## config.mk

```make
export PLATFORM = sky130hd
export DESIGN_NAME = fha_aligner
export DESIGN_NICKNAME = d
export VERILOG_FILES = /design/src/rtl/fha_pkg.sv /design/src/rtl/fha_hdr_regs.sv /design/src/rtl/fha_matcher.sv /design/src/rtl/fha_framer.sv /design/src/rtl/fha_aligner.sv
export SDC_FILE = /design/constraint.sdc
export NUM_CORES = 1
export LEC_CHECK = 0
export ABC_AREA = 1
export BUFFER_PORTS_ARGS = -buffer_cell sky130_fd_sc_hd__buf_4
export CAP_MARGIN = 25
export CORE_ASPECT_RATIO = 1.1
export CORE_MARGIN = 2
export CORE_UTILIZATION = 55
export CTS_CLUSTER_SIZE = 30
export DETAILED_ROUTE_END_ITERATION = 8
export GPL_ROUTABILITY_DRIVEN = 0
export GPL_TIMING_DRIVEN = 0
export PLACE_DENSITY = 0.81
export SLEW_MARGIN = 20
export SYNTH_ARGS = -nofsm -noshare
export SYNTH_HDL_FRONTEND = slang
export SYNTH_HIERARCHICAL = 1
export SYNTH_SLANG_ARGS = --single-unit
```

## constraint.sdc

```tcl
create_clock -name clk -period 1.6 [get_ports clk]
set_input_delay 0.16 -clock clk [delete_from_list [all_inputs] [get_ports clk]]
set_output_delay 0.16 -clock clk [all_outputs]
set_load 0.05 [all_outputs]
```

## src/rtl/fha_pkg.sv

```systemverilog
package fha_pkg;
  localparam int HDR_BITS    = 32;
  localparam int SHORT_BITS  = 10;
  localparam int WORD_WIDE   = 16;
  localparam int WORD_NARROW = 10;
  localparam int BYTE_BITS   = 8;
  // Middle section of an SDH/SONET frame alignment word
  localparam logic [HDR_BITS-1:0] HDR_DEFAULT = 32'hF6F6_2828;
endpackage

```

## src/rtl/fha_hdr_regs.sv

```systemverilog
module fha_hdr_regs #(
  parameter int HDR_W  = 32,
  parameter int BYTE_W = 8,
  parameter logic [HDR_W-1:0] DEF_PAT = '0,
  localparam int NB   = HDR_W / BYTE_W,
  localparam int IW   = (NB > 1) ? $clog2(NB) : 1
) (
  input  logic              clk,
  input  logic              rst,
  input  logic              we,
  input  logic              sel,
  input  logic [IW-1:0]     idx,
  input  logic [BYTE_W-1:0] wdata,
  output logic [HDR_W-1:0]  pattern_o,
  output logic [HDR_W-1:0]  mask_o
);
  logic [HDR_W-1:0] pat_q, msk_q;

  for (genvar g = 0; g < NB; g++) begin : g_byte
    always_ff @(posedge clk) begin
      if (rst) begin
        pat_q[g*BYTE_W +: BYTE_W] <= DEF_PAT[g*BYTE_W +: BYTE_W];
        msk_q[g*BYTE_W +: BYTE_W] <= '0;
      end else if (we && (idx == IW'(g))) begin
        if (sel) msk_q[g*BYTE_W +: BYTE_W] <= wdata;
        else     pat_q[g*BYTE_W +: BYTE_W] <= wdata;
      end
    end
  end

  assign pattern_o = pat_q;
  assign mask_o    = msk_q;

  assert_pat_write_R6: assert property (@(posedge clk) disable iff (rst)
    (we && !sel) |=> (pat_q[$past(idx)*BYTE_W +: BYTE_W] == $past(wdata)));
  assert_mask_write_R6: assert property (@(posedge clk) disable iff (rst)
    (we && sel) |=> (msk_q[$past(idx)*BYTE_W +: BYTE_W] == $past(wdata)));
endmodule

```

## src/rtl/fha_matcher.sv

```systemverilog
module fha_matcher #(
  parameter int HDR_W   = 32,
  parameter int SHORT_W = 10
) (
  input  logic             clk,
  input  logic             rst,
  input  logic             bit_in,
  input  logic             narrow,
  input  logic [HDR_W-1:0] pattern,
  input  logic [HDR_W-1:0] mask,
  output logic             hit_o
);
  logic [HDR_W-1:0] win_q;
  logic [HDR_W-1:0] window_c;
  logic [HDR_W-1:0] eq_c;

  // Newest bit enters at bit 0
  assign window_c = {win_q[HDR_W-2:0], bit_in};

  always_ff @(posedge clk) begin
    if (rst) win_q <= '0;
    else     win_q <= window_c;
  end

  for (genvar i = 0; i < HDR_W; i++) begin : g_cmp
    assign eq_c[i] = mask[i] | ~(window_c[i] ^ pattern[i]);
  end

  if (SHORT_W < HDR_W) begin : g_two_len
    assign hit_o = narrow ? (&eq_c[SHORT_W-1:0]) : (&eq_c);
  end else begin : g_one_len
    assign hit_o = &eq_c;
  end
endmodule

```

## src/rtl/fha_framer.sv

```systemverilog
module fha_framer #(
  parameter int WIDE_WORD   = 16,
  parameter int NARROW_WORD = 10,
  localparam int CW = $clog2(WIDE_WORD)
) (
  input  logic          clk,
  input  logic          rst,
  input  logic          narrow,
  input  logic          active,
  input  logic          hit,
  output logic [CW-1:0] offset_o,
  output logic          word_stb_o,
  output logic          frame_pulse_o
);
  localparam logic [CW-1:0] WIDE_LAST   = CW'(WIDE_WORD - 1);
  localparam logic [CW-1:0] NARROW_LAST = CW'(NARROW_WORD - 1);

  logic [CW-1:0] ph_q, cnt_q, off_q, last_c;
  logic          pend_q, stb_q, pulse_q;
  logic          take_c, wrap_c, pulse_c;

  assign last_c  = narrow ? NARROW_LAST : WIDE_LAST;
  assign take_c  = active & hit;
  assign wrap_c  = (cnt_q >= last_c);
  assign pulse_c = active & pend_q & wrap_c & ~take_c;

  always_ff @(posedge clk) begin
    if (rst) begin
      ph_q    <= '0;
      cnt_q   <= '0;
      off_q   <= '0;
      pend_q  <= 1'b0;
      stb_q   <= 1'b0;
      pulse_q <= 1'b0;
    end else begin
      ph_q <= (ph_q >= last_c) ? '0 : ph_q + 1'b1;
      if (take_c) begin
        off_q  <= ph_q;
        cnt_q  <= '0;
        pend_q <= 1'b1;
      end else begin
        cnt_q <= wrap_c ? '0 : cnt_q + 1'b1;
        if (pulse_c || !active) pend_q <= 1'b0;
      end
      stb_q   <= take_c | wrap_c;
      pulse_q <= pulse_c;
    end
  end

  assign offset_o      = off_q;
  assign word_stb_o    = stb_q;
  assign frame_pulse_o = pulse_q;

  assert_pulse_on_stb_R9: assert property (@(posedge clk) disable iff (rst)
    pulse_q |-> stb_q);
  assert_pulse_single_R9: assert property (@(posedge clk) disable iff (rst)
    pulse_q |=> !pulse_q);
  assert_hold_off_R10: assert property (@(posedge clk) disable iff (rst)
    !active |=> $stable(off_q));
  assert_no_pulse_R10: assert property (@(posedge clk) disable iff (rst)
    !active |=> !pulse_q);
  assert_match_stb_R7: assert property (@(posedge clk) disable iff (rst)
    (active && hit) |=> (stb_q && !pulse_q));
endmodule

```

## src/rtl/fha_aligner.sv

```systemverilog
module fha_aligner #(
  parameter int HDR_W       = fha_pkg::HDR_BITS,
  parameter int BYTE_W      = fha_pkg::BYTE_BITS,
  parameter int SHORT_W     = fha_pkg::SHORT_BITS,
  parameter int WIDE_WORD   = fha_pkg::WORD_WIDE,
  parameter int NARROW_WORD = fha_pkg::WORD_NARROW,
  parameter logic [HDR_W-1:0] DEF_PAT = fha_pkg::HDR_DEFAULT,
  localparam int NBYTES = HDR_W / BYTE_W,
  localparam int IDX_W  = (NBYTES > 1) ? $clog2(NBYTES) : 1,
  localparam int OFF_W  = $clog2(WIDE_WORD)
) (
  input  logic              clk,
  input  logic              rst,
  input  logic              bit_in,
  input  logic              align_pin,
  input  logic              cfg_override,
  input  logic              cfg_align_en,
  input  logic              narrow_mode,
  input  logic              cfg_we,
  input  logic              cfg_sel,
  input  logic [IDX_W-1:0]  cfg_idx,
  input  logic [BYTE_W-1:0] cfg_byte,
  output logic [OFF_W-1:0]  boundary_off,
  output logic              word_stb,
  output logic              frame_pulse
);
  logic [HDR_W-1:0] pattern, mask;
  logic             hit, active;

  assign active = align_pin | (cfg_override & cfg_align_en);

  fha_hdr_regs #(.HDR_W(HDR_W), .BYTE_W(BYTE_W), .DEF_PAT(DEF_PAT)) u_regs (
    .clk(clk), .rst(rst), .we(cfg_we), .sel(cfg_sel), .idx(cfg_idx),
    .wdata(cfg_byte), .pattern_o(pattern), .mask_o(mask));

  fha_matcher #(.HDR_W(HDR_W), .SHORT_W(SHORT_W)) u_match (
    .clk(clk), .rst(rst), .bit_in(bit_in), .narrow(narrow_mode),
    .pattern(pattern), .mask(mask), .hit_o(hit));

  fha_framer #(.WIDE_WORD(WIDE_WORD), .NARROW_WORD(NARROW_WORD)) u_frame (
    .clk(clk), .rst(rst), .narrow(narrow_mode), .active(active), .hit(hit),
    .offset_o(boundary_off), .word_stb_o(word_stb), .frame_pulse_o(frame_pulse));
endmodule

```

==> impl_results.md <==
- Finished Cell Area: approximately 5500 sq um
- Final setup fails: 8
- Non-Filler Instances: around 900
- Placed cells: just under 900
- Final HPWL DP: between 7000 and 8000 um
- 1st-pass router iterations: 5
- Leak: approximately 0.0026 uW
- 1st-iter DRT viols: roughly 380
- Status: complete, but fails checks
- Yosys cell types: 27
- Vias in the first global route: 4093
- First-pass GRT wire length: ~18000 um
- Starting Density: between 50% and 60%
- TritonCTS clock tree: built
- Relative slew margins: roughly 64%
- Placed inst area: approximately 5300 sq um
- Clk_skew: between 8 and 9 ps
- Number of top-level pins: 25
- Via-to-Cell Ratio: ~5.0
- Post-synth EDFFs: 0
- Core ar.: ~9000 sq um
- Worst Setup Start Kind: flop
- Yosys top cell area share: 44.1%
- Initial antenna violation count: 0
- CTS root buffer: clkbuf_8
- Most common flop cell mapped by yosys: dfxtp_1
- RSZ-0062 raised after global routing: yes
- Power density cells: 874 nW/um^2
- Overall Power: 4790 uW
- Ant. Diodes: 0
- Synth warn: 6
- Most numerous cell in the Yosys netlist: nand2_1
- Setup ws final: -54.7 ps
- Pin count of the biggest net entering global routing: 17
- Synth top cells by count: 195 x nand2_1, 130 x nor2_1, 127 x inv_1, 110 x dfxtp_1, 71 x nand3_1
- CP Data Arrival Time: about 1900 ps
- Mapped Nets: 777
- Maximum clock path buffer count: 2
- Die H: 104 um
- IO buf count: 22
- Post-DRT Antenna Nets: 0
- GRT Util Overall: 23.3%
- Fill cell count: between 800 and 900
- Synth area leader: dfxtp_1
- F_max: 0.604 GHz
- Crit. End Element: flop
- Via count: 4477
- Required time of the critical path: roughly 1900 ps
- # rows: 36
- Sequential fraction of the synthesis area: ~44%
- Number of buffers created by CTS: 9
- Tmin final: 1650 ps
- Clock-pin slew on the worst setup and hold paths: around 90 ps
- Setup CP Type: flop to flop
- CP max FO: 8
- Die Width: ~95 um
- Fin. max-slew vios: 0
- Synth top area cells: dfxtp_1 44%, nand2_1 15%, nor2_1 9.8%
- Worst-Margin Slew: 541 ps
- Nets: slightly above 800
- Die ar.: about 10000 sq um
- VDD IR max: between 0.5 and 0.6 mV
- Final Hold Fails: 0
- Post-CTS Setup Inserts: 0
- Area grow syn2layout: 9.54%
- Hold slack: approximately 24 ps
- Synthesized flop and latch total: 110
- Routed wire length: 11000 um
- Avg Cell Area, Syn: 6.65 sq um
- Wire per inst: around 12 um
- Synth Instances: between 700 and 800
- Gr ovfl total: 0
- Max Cap Viol: 0
- Residual DRC count: 0
- Clock insertion delay at the later pin of the skew report: ~370 ps
- Hold WC Path Type: primary input to flop
- Hold-fix buffers, CTS: 0
- CTS Sinks: between 100 and 150
- Finished Core Util: 62.0%
- Ys async rst share: 0%
- Final period util: 103%
- Violated checks: negative setup slack
- Mapped Area: between 4000 and 5000 sq um
- Share of cells above drive strength 1: roughly a tenth
- CTS H-tree lvls: 3
## through the flow
stage,TNS [ps],worst slack (ps)
2_1_floorplan,0,211
3_3_place_gp,-751,-136
3_5_place_dp,-1000,-166
4_1_cts,-425,-69.8
5_1_grt,-978,-122
6_report,-382,-54.7
## area by class of cell
cell class | instances | area (sq um) | share of cell area [%]
Sequential cell | 110 | 2200 | 40.3
Multi-Input combinational cell | 477 | 2160 | 39.5
Inverter | 140 | 528 | 9.64
Timing Repair Buffer | 22 | 165 | 3.02
Tap cell | 114 | 143 | 2.61
Clock buffer | 10 | 128 | 2.33
Buffer | 25 | 119 | 2.17
Clock inverter | 3 | 23.8 | 0.434
## critical path, stage by stage, from the launching register on
cell and delay [ps]:
dfxtp_1 340, or2_0 210, nand2_1 60, nand2_1 60
nor2_1 160, nand2_1 120, nor2_1 110, nand3_1 90
nand2_2 100, nand2_4 100, o21ai_2 140, nor2_1 60
## registers in the layout, indices dropped and copies added (netlist names)
register               count
u_frame/frame_pulse_o      1
u_frame/offset_o           4
u_frame/pend_q             1
u_regs/pattern_o          32
u_frame/cnt_q              4
u_match/win_q             31
u_regs/mask_o             32
u_frame/ph_q               4
u_frame/word_stb_o         1
## timing repair
action,CTS,global route
endpoints found under the hold margin,0,0
gates resized for setup,7,4
pin swaps,3,5
setup endpoints to repair,10,10
## layout by cell type, fill, tap and decap left out, drive strengths merged
cell type    n
dfxtp      110
a21oi       18
ha           6
nand3b      11
clkbuf      19
nand3       75
inv        139
nand4       19
xnor2        2
xor2         2
nand2      197
buf         38
clkinv       2
clkinvlp     2
o21ai        4
or2          8
nor2       135
## power breakdown
part           switching [uW]  internal (uW)
sequential               55.8           2810
combinational             332            177
clock                     862            547
## logic make-up after synthesis
kind of cell / after synthesis / synth area share [%]
AND/OR/NAND/NOR: 445 / 38.6
flip-flops: 110 / 44.1
AO/OA/AOI/OAI: 22 / 2.20
adder cells (fa/ha/maj): 6 / 1.50
XOR/XNOR: 4 / 0.701
buffers and inverters: 165 / 12.9
## worst paths after layout
kind	from	end	slack, ps	cells past startpoint
worst min-delay path	cfg_byte[4]	u_regs/pattern_o[28]	20	3
worst min register to register	u_match/win_q[12]	u_match/win_q[13]	440	2
worst max-delay path	u_regs/pattern_o[15]	u_frame/offset_o[1]	-50	11
worst max register to register	u_regs/pattern_o[15]	u_frame/offset_o[1]	-50	11
## routing by layer
metal  track usage (%)  wire length, um
met2              38.9             5430
met5                 0                0
met4              8.80              208
met1              29.5             4780
met3              4.64              591
No activity file was read; power rests on OpenSTA's default activity.
